## src/rtl/irqg_pkg.sv

```systemverilog
package irqg_pkg;
  localparam logic [7:0] OFF_CTRL = 8'h00;
  localparam logic [7:0] OFF_ENA  = 8'h04;
  localparam logic [7:0] OFF_STS  = 8'h08;
  localparam logic [7:0] OFF_CLR  = 8'h0C;
  localparam logic [7:0] OFF_POL  = 8'h10;

  localparam int CTRL_GEN_BIT  = 31;
  localparam int CTRL_EDGE_BIT = 30;

  // Polarity 1: active-high; polarity 0: active-low.
  function automatic logic line_active(input logic raw, input logic pol);
    return pol ? raw : ~raw;
  endfunction

  function automatic logic line_rise(input logic cur, input logic prev);
    return cur & ~prev;
  endfunction

  // Next status: level mode tracks, edge mode latches with edge over clear.
  function automatic logic line_next(input logic edge_mode, input logic cur_st,
                                     input logic act, input logic rise,
                                     input logic clr);
    logic nxt;
    if (!edge_mode) nxt = act;
    else            nxt = (cur_st & ~clr) | rise;
    return nxt;
  endfunction

  function automatic logic addr_mapped(input logic [7:0] a);
    return (a == OFF_CTRL) || (a == OFF_ENA) || (a == OFF_STS) ||
           (a == OFF_CLR)  || (a == OFF_POL);
  endfunction
endpackage

```

## src/rtl/irqg_sync.sv

```systemverilog
module irqg_sync #(
  parameter int WIDTH  = 18,
  parameter int STAGES = 2
) (
  input  logic             clk,
  input  logic             rst_n,
  input  logic [WIDTH-1:0] din,
  output logic [WIDTH-1:0] dout
);
  logic [WIDTH-1:0] chain [STAGES];

  generate
    for (genvar s = 0; s < STAGES; s++) begin : g_stage
      if (s == 0) begin : g_first
        always_ff @(posedge clk or negedge rst_n) begin
          if (!rst_n) chain[0] <= '0;
          else        chain[0] <= din;
        end
      end else begin : g_next
        always_ff @(posedge clk or negedge rst_n) begin
          if (!rst_n) chain[s] <= '0;
          else        chain[s] <= chain[s-1];
        end
      end
    end
  endgenerate

  assign dout = chain[STAGES-1];
endmodule

```

## src/rtl/irqg_line_bank.sv

```systemverilog
module irqg_line_bank
  import irqg_pkg::*;
#(
  parameter int WIDTH = 18
) (
  input  logic             clk,
  input  logic             rst_n,
  input  logic [WIDTH-1:0] sync_in,
  input  logic [WIDTH-1:0] pol_mask,
  input  logic             edge_mode,
  input  logic [WIDTH-1:0] clr_pulse,
  output logic [WIDTH-1:0] status,
  output logic [WIDTH-1:0] active,
  output logic [WIDTH-1:0] rise
);
  logic [WIDTH-1:0] prev_act;

  generate
    for (genvar i = 0; i < WIDTH; i++) begin : g_line
      assign active[i] = line_active(sync_in[i], pol_mask[i]);
      assign rise[i]   = line_rise(active[i], prev_act[i]);

      always_ff @(posedge clk or negedge rst_n) begin
        if (!rst_n) begin
          prev_act[i] <= 1'b0;
          status[i]   <= 1'b0;
        end else begin
          prev_act[i] <= active[i];
          status[i]   <= line_next(edge_mode, status[i], active[i], rise[i], clr_pulse[i]);
        end
      end

      AST_EDGE_WINS: assert property (@(posedge clk) disable iff (!rst_n)
        (edge_mode && rise[i]) |=> status[i]);
      AST_EDGE_HOLD: assert property (@(posedge clk) disable iff (!rst_n)
        (edge_mode && status[i] && !clr_pulse[i]) |=> status[i]);
      AST_EDGE_CLEAR: assert property (@(posedge clk) disable iff (!rst_n)
        (edge_mode && clr_pulse[i] && !rise[i]) |=> !status[i]);
      AST_LEVEL_TRACK: assert property (@(posedge clk) disable iff (!rst_n)
        (!edge_mode) |=> (status[i] == $past(active[i])));
    end
  endgenerate
endmodule

```

## src/rtl/irqg_regfile.sv

```systemverilog
module irqg_regfile
  import irqg_pkg::*;
#(
  parameter int WIDTH  = 18,
  parameter int DATA_W = 32,
  parameter int ADDR_W = 8
) (
  input  logic              clk,
  input  logic              rst_n,
  input  logic [ADDR_W-1:0] bus_addr,
  input  logic              bus_we,
  input  logic [DATA_W-1:0] bus_wdata,
  output logic [DATA_W-1:0] bus_rdata,
  input  logic [WIDTH-1:0]  status,
  output logic [WIDTH-1:0]  en_mask,
  output logic [WIDTH-1:0]  pol_mask,
  output logic              gen_en,
  output logic              edge_mode,
  output logic [WIDTH-1:0]  clr_pulse
);
  localparam int PAD = DATA_W - WIDTH;

  logic [7:0]        a8;
  logic              hit_ctrl, hit_ena, hit_sts, hit_clr, hit_pol, mapped;
  logic [DATA_W-1:0] rd_mux;
  logic              unused_wbits;

  assign a8       = 8'(bus_addr);
  assign hit_ctrl = (a8 == OFF_CTRL);
  assign hit_ena  = (a8 == OFF_ENA);
  assign hit_sts  = (a8 == OFF_STS);
  assign hit_clr  = (a8 == OFF_CLR);
  assign hit_pol  = (a8 == OFF_POL);
  assign mapped   = addr_mapped(a8);
  assign unused_wbits = ^bus_wdata[CTRL_EDGE_BIT-1:WIDTH];

  assign clr_pulse = (bus_we && hit_clr) ? bus_wdata[WIDTH-1:0] : '0;

  always_ff @(posedge clk or negedge rst_n) begin
    if (!rst_n) begin
      en_mask   <= '0;
      pol_mask  <= '0;
      gen_en    <= 1'b0;
      edge_mode <= 1'b0;
    end else if (bus_we) begin
      if (hit_ena) en_mask  <= bus_wdata[WIDTH-1:0];
      if (hit_pol) pol_mask <= bus_wdata[WIDTH-1:0];
      if (hit_ctrl) begin
        gen_en    <= bus_wdata[CTRL_GEN_BIT];
        edge_mode <= bus_wdata[CTRL_EDGE_BIT];
      end
    end
  end

  always_comb begin
    rd_mux = '0;
    if (hit_ctrl) begin
      rd_mux[CTRL_GEN_BIT]  = gen_en;
      rd_mux[CTRL_EDGE_BIT] = edge_mode;
    end
    if (hit_ena) rd_mux = {{PAD{1'b0}}, en_mask};
    if (hit_sts) rd_mux = {{PAD{1'b0}}, status};
    if (hit_pol) rd_mux = {{PAD{1'b0}}, pol_mask};
  end

  always_ff @(posedge clk or negedge rst_n) begin
    if (!rst_n) bus_rdata <= '0;
    else        bus_rdata <= rd_mux;
  end

  AST_UNMAPPED_READ_ZERO: assert property (@(posedge clk) disable iff (!rst_n)
    (!mapped) |=> (bus_rdata == '0));
  AST_UNMAPPED_WRITE_IGNORED: assert property (@(posedge clk) disable iff (!rst_n)
    (bus_we && !mapped) |=> ($stable(en_mask) && $stable(pol_mask) &&
                             $stable(gen_en) && $stable(edge_mode)));
  AST_CLR_READS_ZERO: assert property (@(posedge clk) disable iff (!rst_n)
    hit_clr |=> (bus_rdata == '0));
  AST_UPPER_BITS_ZERO: assert property (@(posedge clk) disable iff (!rst_n)
    (!hit_ctrl) |=> (bus_rdata[DATA_W-1:WIDTH] == '0));
  AST_ENA_WRITE_LANDS: assert property (@(posedge clk) disable iff (!rst_n)
    (bus_we && hit_ena) |=> (en_mask == $past(bus_wdata[WIDTH-1:0])));
  AST_POL_WRITE_LANDS: assert property (@(posedge clk) disable iff (!rst_n)
    (bus_we && hit_pol) |=> (pol_mask == $past(bus_wdata[WIDTH-1:0])));
endmodule

```

## src/rtl/irq_gather_top.sv

```systemverilog
module irq_gather_top #(
  parameter int NUM_LINES   = 18,
  parameter int DATA_W      = 32,
  parameter int ADDR_W      = 8,
  parameter int SYNC_STAGES = 2
) (
  input  logic                 clk,
  input  logic                 rst_n,
  input  logic [NUM_LINES-1:0] irq_in,
  input  logic [ADDR_W-1:0]    bus_addr,
  input  logic                 bus_we,
  input  logic [DATA_W-1:0]    bus_wdata,
  output logic [DATA_W-1:0]    bus_rdata,
  output logic                 cascade_irq
);
  logic [NUM_LINES-1:0] sync_q, status, active, rise;
  logic [NUM_LINES-1:0] en_mask, pol_mask, clr_pulse, pending;
  logic                 gen_en, edge_mode;

  irqg_sync #(.WIDTH(NUM_LINES), .STAGES(SYNC_STAGES)) u_sync (
    .clk(clk), .rst_n(rst_n), .din(irq_in), .dout(sync_q));

  irqg_line_bank #(.WIDTH(NUM_LINES)) u_lines (
    .clk(clk), .rst_n(rst_n), .sync_in(sync_q), .pol_mask(pol_mask),
    .edge_mode(edge_mode), .clr_pulse(clr_pulse), .status(status),
    .active(active), .rise(rise));

  irqg_regfile #(.WIDTH(NUM_LINES), .DATA_W(DATA_W), .ADDR_W(ADDR_W)) u_regs (
    .clk(clk), .rst_n(rst_n), .bus_addr(bus_addr), .bus_we(bus_we),
    .bus_wdata(bus_wdata), .bus_rdata(bus_rdata), .status(status),
    .en_mask(en_mask), .pol_mask(pol_mask), .gen_en(gen_en),
    .edge_mode(edge_mode), .clr_pulse(clr_pulse));

  assign pending     = status & en_mask;
  assign cascade_irq = gen_en & (|pending);

  AST_CASCADE_NEEDS_GEN: assert property (@(posedge clk) disable iff (!rst_n)
    cascade_irq |-> gen_en);
  AST_CASCADE_NEEDS_PENDING: assert property (@(posedge clk) disable iff (!rst_n)
    cascade_irq |-> ((status & en_mask) != '0));
  AST_RISE_ONE_CYCLE: assert property (@(posedge clk) disable iff (!rst_n)
    (rise != '0) |=> ((rise & $past(rise)) == '0));
endmodule

```

## config.mk

```make
export PLATFORM = sky130hd
export DESIGN_NAME = irq_gather_top
export DESIGN_NICKNAME = d
export VERILOG_FILES = /design/src/rtl/irqg_pkg.sv /design/src/rtl/irqg_sync.sv /design/src/rtl/irqg_line_bank.sv /design/src/rtl/irqg_regfile.sv /design/src/rtl/irq_gather_top.sv
export SDC_FILE = /design/constraint.sdc
export NUM_CORES = 1
export LEC_CHECK = 0
export BUFFER_PORTS_ARGS = -buffer_cell sky130_fd_sc_hd__buf_4
export CORE_AREA = 2 2 131 133
export CTS_CLUSTER_DIAMETER = 120
export DETAILED_ROUTE_END_ITERATION = 16
export DIE_AREA = 0 0 133 135
export GPL_TIMING_DRIVEN = 0
export PLACE_DENSITY = 0.55
export SKIP_CTS_REPAIR_TIMING = 1
export SLEW_MARGIN = 10
export SYNTH_ARGS = -nofsm -noshare
export SYNTH_HDL_FRONTEND = slang
export SYNTH_SLANG_ARGS = --single-unit
```

## constraint.sdc

```tcl
create_clock -name clk -period 1.2 [get_ports clk]
set_input_delay 0.18 -clock clk [delete_from_list [all_inputs] [get_ports clk]]
set_output_delay 0.18 -clock clk [all_outputs]
set_load 0.02 [all_outputs]
```

---- Word level (Yosys, flattened, before mapping) ----
Cells that the tools add are included.
W data, S select, Z words.
cells by class
  eq/ne operators ......................... 4
  muxes and demuxes ....................... 41
  bitwise operators ....................... 110
  reduce and logical (&&, ||, !) cells .... 6
operator list
  operator              number
  $mux W32              3
  $not A1 Y1            54
  $and A1 B1 Y1         37
  $mux W1               36
  $and A18 B18 Y18      1
  $mux W18              1
  $or A1 B1 Y1          18
  $reduce_or A18 Y1     1
  $eq A8 B4 Y1 const B  2
  $eq A8 B3 Y1 const B  1
  $eq A8 B5 Y1 const B  1
  $logic_not A8 Y1      1
  $reduce_and A2 Y1     3
  $mux W2               1
  $logic_and A1 B1 Y1   1
word-level totals
  flip-flop bits (word level) ............. 142
  input bits .............................. 61
  output and inout bits ................... 33
  logic and storage cells ................. 204

---- Longest topological paths before layout ----
Gate-level depths: netlist of the first run.
  depth in word-level cells ............... 7
  gate-level depth with buffers ........... 6
  depth with buffers taken out ............ 4

---- Cells and area by module ----
A second synthesis of the first run with hierarchy kept.
unflattened totals
  cells, all modules ...................... 402
  area total of the unflattened synthesis .. 5,396.4 µm²
by module, submodules not included
  module          instances  cells each  area an instance (µm²)  seq. area each (µm²)
  irqg_regfile    1          189         2,626.3                 1,451.4
  irqg_line_bank  1          147         1,625.3                 900.9
  irqg_sync       1          54          1,036.0                 900.9
  irq_gather_top  1          12          108.9                   0.0

---- Worst setup path after synthesis of the first run ----
OpenSTA, ideal clock, no wires.
  path kind ............................... input to register
  start ................................... input port bus_addr[5]
  end ..................................... register u_regs.en_mask[10]
  setup time .............................. 0.125 ns
  arrival ................................. 1.701 ns
  data required time ...................... 1.075 ns
  setup slack ............................. -0.626 ns
  stages .................................. 6
  buffers on the path ..................... 2
  cells stage by stage .................... or4_4 > nor3_2 > and3_1 > buf_4 > buf_4 > mux2_2
on the way
  cells in the longest elaborated chain, start to end .. 2
RTL lines
  element                      line                  RTL
  start: declaration           irq_gather_top.sv:10  input logic [ADDR_W-1:0] bus_addr,
  $eq A8 B3 Y1                 irqg_regfile.sv:30    assign hit_ena = (a8 == OFF_ENA);
  $reduce_and A2 Y1 (no line)  --
  end signal: assignment       irqg_regfile.sv:46    if (hit_ena) en_mask <= bus_wdata[WIDTH-1:0];
  end: declaration             irqg_regfile.sv:15    output logic [WIDTH-1:0] en_mask,
Every way passes these cells.
A chain may end at the register's enable or synchronous reset.

---- Worst setup path after layout of the first run ----
  start ................................... register u_regs.en_mask[9]
  end ..................................... output port cascade_irq
on the way
  cells in the longest elaborated chain, start to end .. 3
RTL lines
  element            line                  RTL
  $and A18 B18 Y18   irq_gather_top.sv:34  assign pending = status & en_mask;
  $reduce_or A18 Y1  irq_gather_top.sv:35  assign cascade_irq = gen_en & (|pending);
  $and A1 B1 Y1      irq_gather_top.sv:35
  end: declaration   irq_gather_top.sv:14  output logic cascade_irq
Every way passes these cells.

==> metrics.md, run 1 <==
| Metric | Value |
|---|---|
| Worst Hold Class | in2reg |
| Final Hold Viols | 0 |
| Hold EP | u_regs.pol_mask[9]$_DFFE_PN0P_ |
| WP data required | 1020 ps |
| Vias in the first global route | 3391 |
| Slew Viols, Final | 0 |
| Synth warnings | 0 |
| Num ports | 94 |
| Leakage | 3.21 nW |
| Drt drc | 0 |
| Sw Share | 0.225 |
| CP bufs+invs | 1 |
| Hold Slack | 23.8 ps |
| Max FO, Critical Path | 3 |
| WL met1 | 5840 um |
| Worst-path clk slew | 50 ps |
| Initial drt markers | 257 |
| Routed vias/inst | 4.63 |
| Clock buffer count from CTS | 17 |
| Root buffer cell | clkbuf_16 |
| Peak Freq | 498 MHz |
| Row Count | 47 |
| Failing checks | negative setup slack |
| Post-DP HPWL | 7920 um |
| Placed cell count | 654 |
| Worst-margin pin slew | 590 ps |
| Setup-failing EPs final | 77 |
| Post-synthesis register bit count | 130 |
| First-pass GRT wire length | 18900 um |
| Avg WL per Cell | 17.2 um |
| Overall routing resource usage | 0.141 |
| Setup ws final | -808 ps |
| Cells on worst reg2reg path | 3 |
| Setup Skew | 5.53 ps |
| Crit path largest cell delay | 400 ps |
| Die height | 135 um |
| Grt ovf | 0 |
| Layout area overhead | 43.7% |
| RR Startpoint | u_regs.edge_mode$_DFFE_PN0P_ |
| Routed wire length on met2 | 5780 um |
| Arrival @ worst endpoint | 1830 ps |
| Die W | 133 um |
| Status | complete, but fails checks |
| Layout Cells excl Fill | 724 |
| Highest metal used | met4 |
| DR WL met3 | 687 um |
| Layout cell share with drive strength beyond 1 | 0.411 |
| CTS tree | built |
| Depth of the CTS H-tree | 4 |
| Gp weighted congestion | 0.799 |
| Cell Int Power | 0.00788 W |
| Antenna cells | 0 |
| Gate power share | 0.079 |
| Sink Count | 130 |
| Crit-path cells | a22o_1 > a221oi_2 > nand4_1 > o21a_2 > buf_6 |
| Hold depth | 2 |
| R2r setup slk | -60 ps |
| Maximum VDD drop | 0.974 mV |
| Critical Path Source Type | flop |
| Hold path start | bus_wdata[9] |
| Final nets | 555 |
| Crit. End Element | output pin |
| Mean post-synth cell area | 13.9 um2 |
| Tcrit/Tclk final | 1.67 |
| Die Footprint | 18000 um2 |
| Initial core utilization | 0.299 |
| Vias | 3353 |
| Worst-case clock buffer depth | 2 |
| Worst skew pair latency | 410 ps |
| Largest net degree at the start of global routing | 85 |
| IO buf count | 69 |
| Post-Place Worst Slack | -929 ps |
| Max-Slew Margin vs Limit | 0.605 |
| Mapped Cells | 353 |
| Initial antenna violation count | 0 |
| DRT Pass-1 Iters | 4 |
| Unrepaired setup endpoints after global routing | true |
| Core area | 16400 um2 |
| Final min period | 2010 ps |
| Reg-to-reg endpoint | u_regs.edge_mode$_DFFE_PN0P_ |
| Post-DRT Antenna Nets | 0 |
| Sequential Power Share | 0.472 |
| Cell family with the largest share of critical-path delay | compound AO/OA/AOI/OAI gates |
| Crit path kind | reg2out |
| Clock group share of total power | 0.449 |
| Drt total wl | 12500 um |
| CP max-delay cell | dfrtp_1 |
| Pwr Density | 1440 nW/um2 |
| Number of max-cap violations | 0 |
| Yosys cell types | 27 |
| Switching Power | 0.00229 W |
| Post-synthesis cell area | 4910 um2 |
| Post-synthesis sequential area ratio | 0.662 |
==> how the worst max path moves through the flow <==
stage	from	cells past startpoint	end	slack (ps)
after floorplan	bus_addr[5]	6	u_regs.pol_mask[10]$_DFFE_PN0P_	-570
after global placement	bus_addr[5]	7	u_regs.bus_rdata[13]$_DFF_PN0_	-970
after detailed placement	bus_addr[5]	7	u_regs.bus_rdata[13]$_DFF_PN0_	-930
after CTS	u_lines.status[9]$_DFF_PN0_	5	cascade_irq	-830
after global routing	u_regs.en_mask[9]$_DFFE_PN0P_	5	cascade_irq	-880
final	u_regs.en_mask[9]$_DFFE_PN0P_	5	cascade_irq	-810
==> layer usage <==
layer | track usage | vias to the layer above
met1 | 0.192 | 1676
met4 | 0.0478 | 0
met2 | 0.214 | 118
met5 | 0 | -
li1 | - | 1540
met3 | 0.0462 | 19
==> kinds of logic (layout without fill, tap and decap cells) <==
kind of cell           count (synthesis)  in the layout  share of synthesized area
AO/OA/AOI/OAI                         64             64                     0.0988
XOR/XNOR                              18             18                     0.0321
buffers and inverters                 33            173                     0.0390
flip-flops                           130            130                      0.662
multiplexers                          38             38                     0.0947
other                                  1             12                   0.000763
AND/OR/NAND/NOR                       69             69                     0.0726
==> cell usage after synthesis (all sizes together) <==
cell type	n	area, um2
a221oi	2	17.5
a22o	2	17.5
a22oi	23	173
a32o	18	180
and2	1	6.26
and3	3	18.8
and4bb	1	12.5
buf	17	131
clkbuf	16	60.1
conb	1	3.75
dfrtp	130	3250
mux2	38	465
nand2	37	146
nand3	2	10.0
nand4	19	119
nor2	1	3.75
nor2b	2	12.5
nor3	1	10.0
o21a	1	7.51
o21ai	18	90.1
or3	1	6.26
or4	1	11.3
xnor2	18	158
==> per-stage QoR <==
stage	util	cell area [um2]	setup TNS, ps	total power, W
after floorplan	-	5030	-30310	0.00519
after global placement	0.355	5830	-116580	0.00555
after detailed placement	0.357	5860	-54790	0.00559
after global routing	0.430	7060	-20070	0.0106
final	0.430	7060	-17750	0.0102
after CTS	0.389	6370	-26840	0.0102
==> sequential cells by signal (all words and copies together), names as in the netlist <==
register	count
u_sync.chain	18
u_regs.bus_rdata	20
u_regs.edge_mode	1
u_lines.prev_act	18
u_regs.pol_mask	18
u_regs.en_mask	18
u_sync.dout	18
u_regs.gen_en	1
u_lines.status	18
==> worst reg2reg max path, cell delays in order, from the launching register on <==
cell      delay, ps
dfrtp_1         370
buf_2           200
clkbuf_2        260
mux2_4          310
==> power groups by stage <==
stage	Clock [W]	Combinational (W)	Sequential [W]
finish	0.00457	0.000805	0.00480
global route	0.00491	0.000882	0.00483
CTS	0.00469	0.000722	0.00480
detailed placement	0	0.000719	0.00487
global placement	0	0.000692	0.00486
floorplan	0	0.000369	0.00482
==> layout make-up <==
| type | instances | area, um2 |
|---|---|---|
| timing repair buffer | 111 | 1050 |
| buffer | 33 | 294 |
| clock inverter | 8 | 65.1 |
| tap | 220 | 275 |
| sequential | 130 | 3250 |
| multi-input combinational | 201 | 1680 |
| fill | 1486 | 9350 |
| clock buffer | 21 | 450 |
==> layout by cell type, fill, tap and decap left out <==
cell,n
dfrtp_1,130
buf_4,82
nand2_1,32
mux2_4,28
a22oi_1,23
clkbuf_16,21
buf_6,19
nand4_1,19
dlygate4sd3_1,19
xnor2_1,18
a32o_1,17
conb_1,12
o21ai_1,11
mux2_2,10
clkbuf_1,8
o21ai_2,7
clkinv_2,7
clkbuf_2,5
buf_12,5
nand2_2,4
buf_8,3
and3_4,3
nor2b_1,2
a22o_1,2
a221oi_2,2
buf_2,1
or4_4,1
nor3_4,1
nor2_1,1
or3_4,1
and4bb_1,1
nand3_1,1
o21a_2,1
and2_1,1
a32o_2,1
nand3_4,1
nand2_8,1
clkbuf_8,1
bufinv_16,1
buf_16,1
No activity file was read; power rests on OpenSTA's default activity.
==> inputs of run 2 (changes only) <==
- SETUP_SLACK_MARGIN: not set -> 0.02
==> run 2 against run 1 <==
The flow still finishes with violations (negative setup slack); flip-flop and latch count did not move; hold slack barely moved; total power barely moved; critical path type unchanged; critical endpoint unchanged; highest routed layer unchanged.
==> metrics.md, run 2 (synthesis gave the netlist of run 1 again) <==
| Metric | Value |
|---|---|
| Worst skew pair latency | 410 ps (about the same) |
| Layout cell share with drive strength beyond 1 | 0.419 (+0.00794) |
| Crit. End Element | output pin |
| Die height | 135 um (unchanged) |
| Crit path largest cell delay | 400 ps (about the same) |
| Worst Hold Class | in2reg |
| Avg WL per Cell | 17.2 um (-0.45%) |
| Layout area overhead | 44.1% |
| WP data required | 1020 ps (about the same) |
| Antenna cells | 0 (unchanged) |
| Max FO, Critical Path | 3 (unchanged) |
| Leakage | 3.23 nW (+0.66%) |
| Vias in the first global route | 3391 (unchanged) |
| Setup-failing EPs final | 76 (-1.3%) |
| Initial core utilization | 0.299 (unchanged) |
| Status | complete, but fails checks |
| Routed vias/inst | 4.66 (+0.57%) |
| Worst Setup SP | u_regs.en_mask[9]$_DFFE_PN0P_ |
| Cell family with the largest share of critical-path delay | compound AO/OA/AOI/OAI gates |
| Die W | 133 um (unchanged) |
| Maximum VDD drop | 0.974 mV (about the same) |
| First-pass GRT wire length | 18900 um (unchanged) |
| Hold Slack | 23.8 ps (-0.0509 ps) |
| CP max-delay cell | dfrtp_1 |
| Worst-case clock buffer depth | 2 (unchanged) |
| Largest net degree at the start of global routing | 85 (unchanged) |
| Worst-margin pin slew | 600 ps (+10.3 ps) |
| Peak Freq | 499 MHz (+0.26%) |
| Initial drt markers | 279 (+8.6%) |
| Drt drc | 0 (unchanged) |
| Core area | 16400 um2 (unchanged) |
| Sink Count | 130 (unchanged) |
| Largest Register | u_regs.bus_rdata |
| Depth of the CTS H-tree | 4 (unchanged) |
| Max-Slew Margin vs Limit | 0.600 (-0.00542) |
| Initial antenna violation count | 0 (unchanged) |
| Setup Skew | 5.38 ps (-0.152 ps) |
| Commonest non-fill, non-tap cell in the layout | dfrtp_1 |
| RR Startpoint | u_regs.edge_mode$_DFFE_PN0P_ |
| Num ports | 94 (unchanged) |
| Unrepaired setup endpoints after global routing | true |
| Post-DP HPWL | 7920 um (unchanged) |
| Final min period | 2000 ps (-5.13 ps) |
| Slew Viols, Final | 0 (unchanged) |
| CP bufs+invs | 1 (unchanged) |
| Tcrit/Tclk final | 1.67 (-0.00428) |
| Hold path start | bus_wdata[9] |
| IO buf count | 69 (unchanged) |
| Number of max-cap violations | 0 (unchanged) |
| Crit-path cells | a22o_1 > a221oi_2 > nand4_1 > o21a_2 > buf_6 |
| Final nets | 555 (unchanged) |
| Most frequent cells in the layout | dfrtp_1, buf_4, nand2_1 |
| Max reg flops | 20 (unchanged) |
| Clock buffer count from CTS | 17 (unchanged) |
| Seq. cell area | 3250 um2 (unchanged) |
| Arrival @ worst endpoint | 1820 ps (about the same) |
| Grt ovf | 0 (unchanged) |
| Setup ws final | -803 ps (+5.13 ps) |
| Row Count | 47 (unchanged) |
| Overall routing resource usage | 0.141 (unchanged) |
| Post-DRT Antenna Nets | 0 (unchanged) |
| Drt total wl | 12400 um (-0.45%) |
| Final Hold Viols | 0 (unchanged) |
| Root buffer cell | clkbuf_16 |
| Vias | 3372 (+0.57%) |
| Crit path kind | reg2out |
| Failing checks | negative setup slack |
| DRT Pass-1 Iters | 4 (unchanged) |
| Filler cell count | 1486 (unchanged) |
| Pwr Density | 1440 nW/um2 (-0.19%) |
| Critical Path Source Type | flop |
| Gp weighted congestion | 0.799 (unchanged) |
| Area of the multi-input gates | 1690 um2 (+1.0%) |
| Die Footprint | 18000 um2 (unchanged) |
| CTS tree | built |
| Worst-path clk slew | 50 ps (about the same) |
| Total Negative Setup Slacks | -17620 ps (+124 ps) |
## run 2: cell count changes in the layout (fill, tap and decap cells not counted)
cell / delta
nand2_1: -2
o21ai_1: -2
o21ai_2: +2
nand2_2: +1
nand2_4: +1
## run 2: final cells by class
| type | instances | area share |
|---|---|---|
| sequential | 130 | 0.460 |
| multi-input combinational | 201 | 0.239 |
| timing repair buffer | 111 | 0.148 |
| clock buffer | 21 | 0.0636 |
| buffer | 33 | 0.0415 |
| tap | 220 | 0.0389 |
| clock inverter | 8 | 0.00919 |
## run 2: layer usage
layer  track usage  wire length, um  up-vias
met5             0                0        -
met4        0.0478              167        0
met3        0.0462              737       15
met2         0.214             5880      116
met1         0.192             5640     1706
li1              -                -     1535
## run 2: stage by stage
| step | area, um2 | utilization | power (W) | setup slack (ps) | std cells |
|---|---|---|---|---|---|
| 3_3_place_gp | 5830 | 0.355 | 0.00555 | -966 | 653 |
| 2_1_floorplan | 5030 | - | 0.00519 | -572 | 364 |
| 6_report | 7080 | 0.431 | 0.0102 | -803 | 724 |
| 5_1_grt | 7080 | 0.431 | 0.0106 | -877 | 724 |
| 4_1_cts | 6370 | 0.389 | 0.0102 | -829 | 683 |
| 3_5_place_dp | 5860 | 0.357 | 0.00559 | -929 | 654 |
## run 2: final timing paths
check / to / slack, ps / depth (start not counted)
worst max-delay path: cascade_irq / -800 / 5
max in group asynchronous: u_regs.bus_rdata[17]$_DFF_PN0_ / 180 / 3
min in group asynchronous: u_sync.chain[20]$_DFF_PN0_ / 270 / 2
worst min register to register: u_sync.dout[3]$_DFF_PN0_ / 340 / 0
worst min-delay path: u_regs.pol_mask[9]$_DFFE_PN0P_ / 20 / 2
worst max register to register: u_regs.edge_mode$_DFFE_PN0P_ / -70 / 3
## run 2: where the power goes
part           total, W  switching, W  internal (W)
registers       0.00480      0.000165       0.00464
clock network   0.00458       0.00174       0.00283
logic          0.000804      0.000391      0.000413
==> inputs of run 3 (changes only) <==
- PLACE_DENSITY: 0.55 -> not set
==> run 3 against run 2 <==
The flow still finishes with violations (negative setup slack); non-clock buffer count unchanged; total power up 4.8%; routed wire length up 3.2%; clock skew up 2.1 ps; hold slack worse by 14 ps; critical path type unchanged; critical endpoint unchanged.
==> metrics.md, run 3 (synthesis gave the netlist of run 1 again) <==
| Metric | Value |
|---|---|
| Critical Path Source Type | flop |
| Vias in the first global route | 3462 (+2.1%) |
| Sink Count | 130 (unchanged) |
| Avg WL per Cell | 17.7 um (+2.9%) |
| Worst-case clock buffer depth | 2 (unchanged) |
| Post-DRT Antenna Nets | 0 (unchanged) |
| DRT Pass-1 Iters | 5 (+1) |
| Crit-path cells | a22o_1 > a221oi_2 > nand4_1 > o21a_2 > buf_6 |
| Setup ws final | -775 ps (+28.6 ps) |
| Drt drc | 0 (unchanged) |
| Die Footprint | 18000 um2 (unchanged) |
| Core area | 16400 um2 (unchanged) |
| Number of max-cap violations | 0 (unchanged) |
| Crit path kind | reg2out |
| Final nets | 555 (unchanged) |
| Clock buffer count from CTS | 17 (unchanged) |
| Setup-failing EPs final | 72 (-5.3%) |
| Root buffer cell | clkbuf_16 |
| Pwr Density | 1480 nW/um2 (+3.1%) |
| Gp weighted congestion | 0.806 (+0.93%) |
| Worst-path clk slew | 60 ps (about the same) |
| Antenna cells | 0 (unchanged) |
| CP max-delay cell | dfrtp_1 |
| Num ports | 94 (unchanged) |
| WP data required | 1020 ps (about the same) |
| Cell family with the largest share of critical-path delay | compound AO/OA/AOI/OAI gates |
| Row Count | 47 (unchanged) |
| Max reg flops | 20 (unchanged) |
| First-pass GRT wire length | 19000 um (+0.48%) |
| Setup Skew | 7.46 ps (+2.08 ps) |
| Most frequent cells in the layout | dfrtp_1, buf_4, mux2_4 |
| Vias | 3407 (+1.0%) |
| Initial core utilization | 0.299 (unchanged) |
| Hold path start | bus_wdata[9] |
| Layout area overhead | 46.4% |
| RR Startpoint | u_regs.edge_mode$_DFFE_PN0P_ |
| Layout cell share with drive strength beyond 1 | 0.439 (+0.0201) |
| Post-Place Worst Slack | -962 ps (-32.9 ps) |
| Max FO, Critical Path | 2 (-1) |
| Post-DP Area | 5860 um2 (unchanged) |
| Post-DP HPWL | 7910 um (-0.16%) |
| Grt ovf | 0 (unchanged) |
| Post-route cell area | 7190 um2 (+1.6%) |
| Maximum VDD drop | 1.01 mV (+3.7%) |
| Depth of the CTS H-tree | 4 (unchanged) |
| Initial antenna violation count | 0 (unchanged) |
| Commonest non-fill, non-tap cell in the layout | dfrtp_1 |
| GR met3 Demand/Resource | 0.0469 (+0.000751) |
| Worst skew pair latency | 430 ps (+20 ps) |
| Met1 GRT Util | 0.186 (-0.00517) |
| Overall routing resource usage | 0.142 (+0.00111) |
| Max-Slew Margin vs Limit | 0.595 (-0.00465) |
| CTS tree | built |
| Final min period | 1970 ps (-28.6 ps) |
| Routed vias/inst | 4.69 (+0.76%) |
| Crit. End Element | output pin |
| Slew Viols, Final | 0 (unchanged) |
| Drt total wl | 12800 um (+3.2%) |
| Peak Freq | 506 MHz (+1.4%) |
| Worst Setup SP | u_regs.en_mask[9]$_DFFE_PN0P_ |
| Largest net degree at the start of global routing | 84 (-1.2%) |
| GRT met2 Usage | 0.213 (-0.00144) |
| Worst-margin pin slew | 605 ps (+4.74 ps) |
| Die height | 135 um (unchanged) |
| Hold Slack | 10.0 ps (-13.7 ps) |
| Arrival @ worst endpoint | 1790 ps (-30 ps) |
| Unrepaired setup endpoints after global routing | true |
| Failing checks | negative setup slack |
| IO buf count | 69 (unchanged) |
| Filler cell count | 1486 (unchanged) |
| Tcrit/Tclk final | 1.65 (-0.0238) |
| GR peak layer | met2 |
| Leakage | 3.34 nW (+3.2%) |
| Largest Register | u_regs.bus_rdata |
| Status | complete, but fails checks |
| CP bufs+invs | 1 (unchanged) |
| Crit path largest cell delay | 380 ps (-20 ps) |
| Final Hold Viols | 0 (unchanged) |
| Die W | 133 um (unchanged) |
| Initial drt markers | 303 (+8.6%) |
| Worst Hold Class | in2reg |
## run 3: area by class of cell
class / instances / area, um2 / share of cell area
timing repair buffer: 111 / 1050 / 0.147
buffer: 33 / 288 / 0.0400
clock buffer: 26 / 499 / 0.0694
sequential: 130 / 3250 / 0.452
tap: 220 / 275 / 0.0383
multi-input combinational: 201 / 1750 / 0.243
clock inverter: 5 / 75.1 / 0.0104
## run 3: worst paths after layout
path,to,slack (ps),cells past startpoint
min in group asynchronous,u_sync.chain[27]$_DFF_PN0_,270,2
worst min-delay path,u_regs.en_mask[9]$_DFFE_PN0P_,10,2
worst min register to register,u_sync.dout[7]$_DFF_PN0_,350,0
worst max-delay path,cascade_irq,-770,5
max in group asynchronous,u_regs.pol_mask[13]$_DFFE_PN0P_,190,3
worst max register to register,u_lines.status[12]$_DFF_PN0_,-70,3
## run 3: metrics by stage
step,TNS (ps),power [W],cells,utilization
CTS,-26150,0.0107,685,0.392
finish,-17570,0.0107,726,0.438
floorplan,-30310,0.00519,364,-
detailed placement,-55120,0.00558,654,0.357
global route,-20690,0.0111,726,0.438
global placement,-112710,0.00554,653,0.355
## run 3: power by group
part	total, W	leakage, nW	switching [W]	internal [W]
registers	0.00481	1.64	0.000170	0.00464
clock network	0.00504	0.284	0.00179	0.00325
logic	0.000819	1.41	0.000398	0.000421
## run 3: layer usage
metal / up-vias / wire, um
met1: 1713 / 5640
met3: 23 / 842
li1: 1545 / -
met4: 0 / 261
met2: 126 / 6070
met5: - / 0
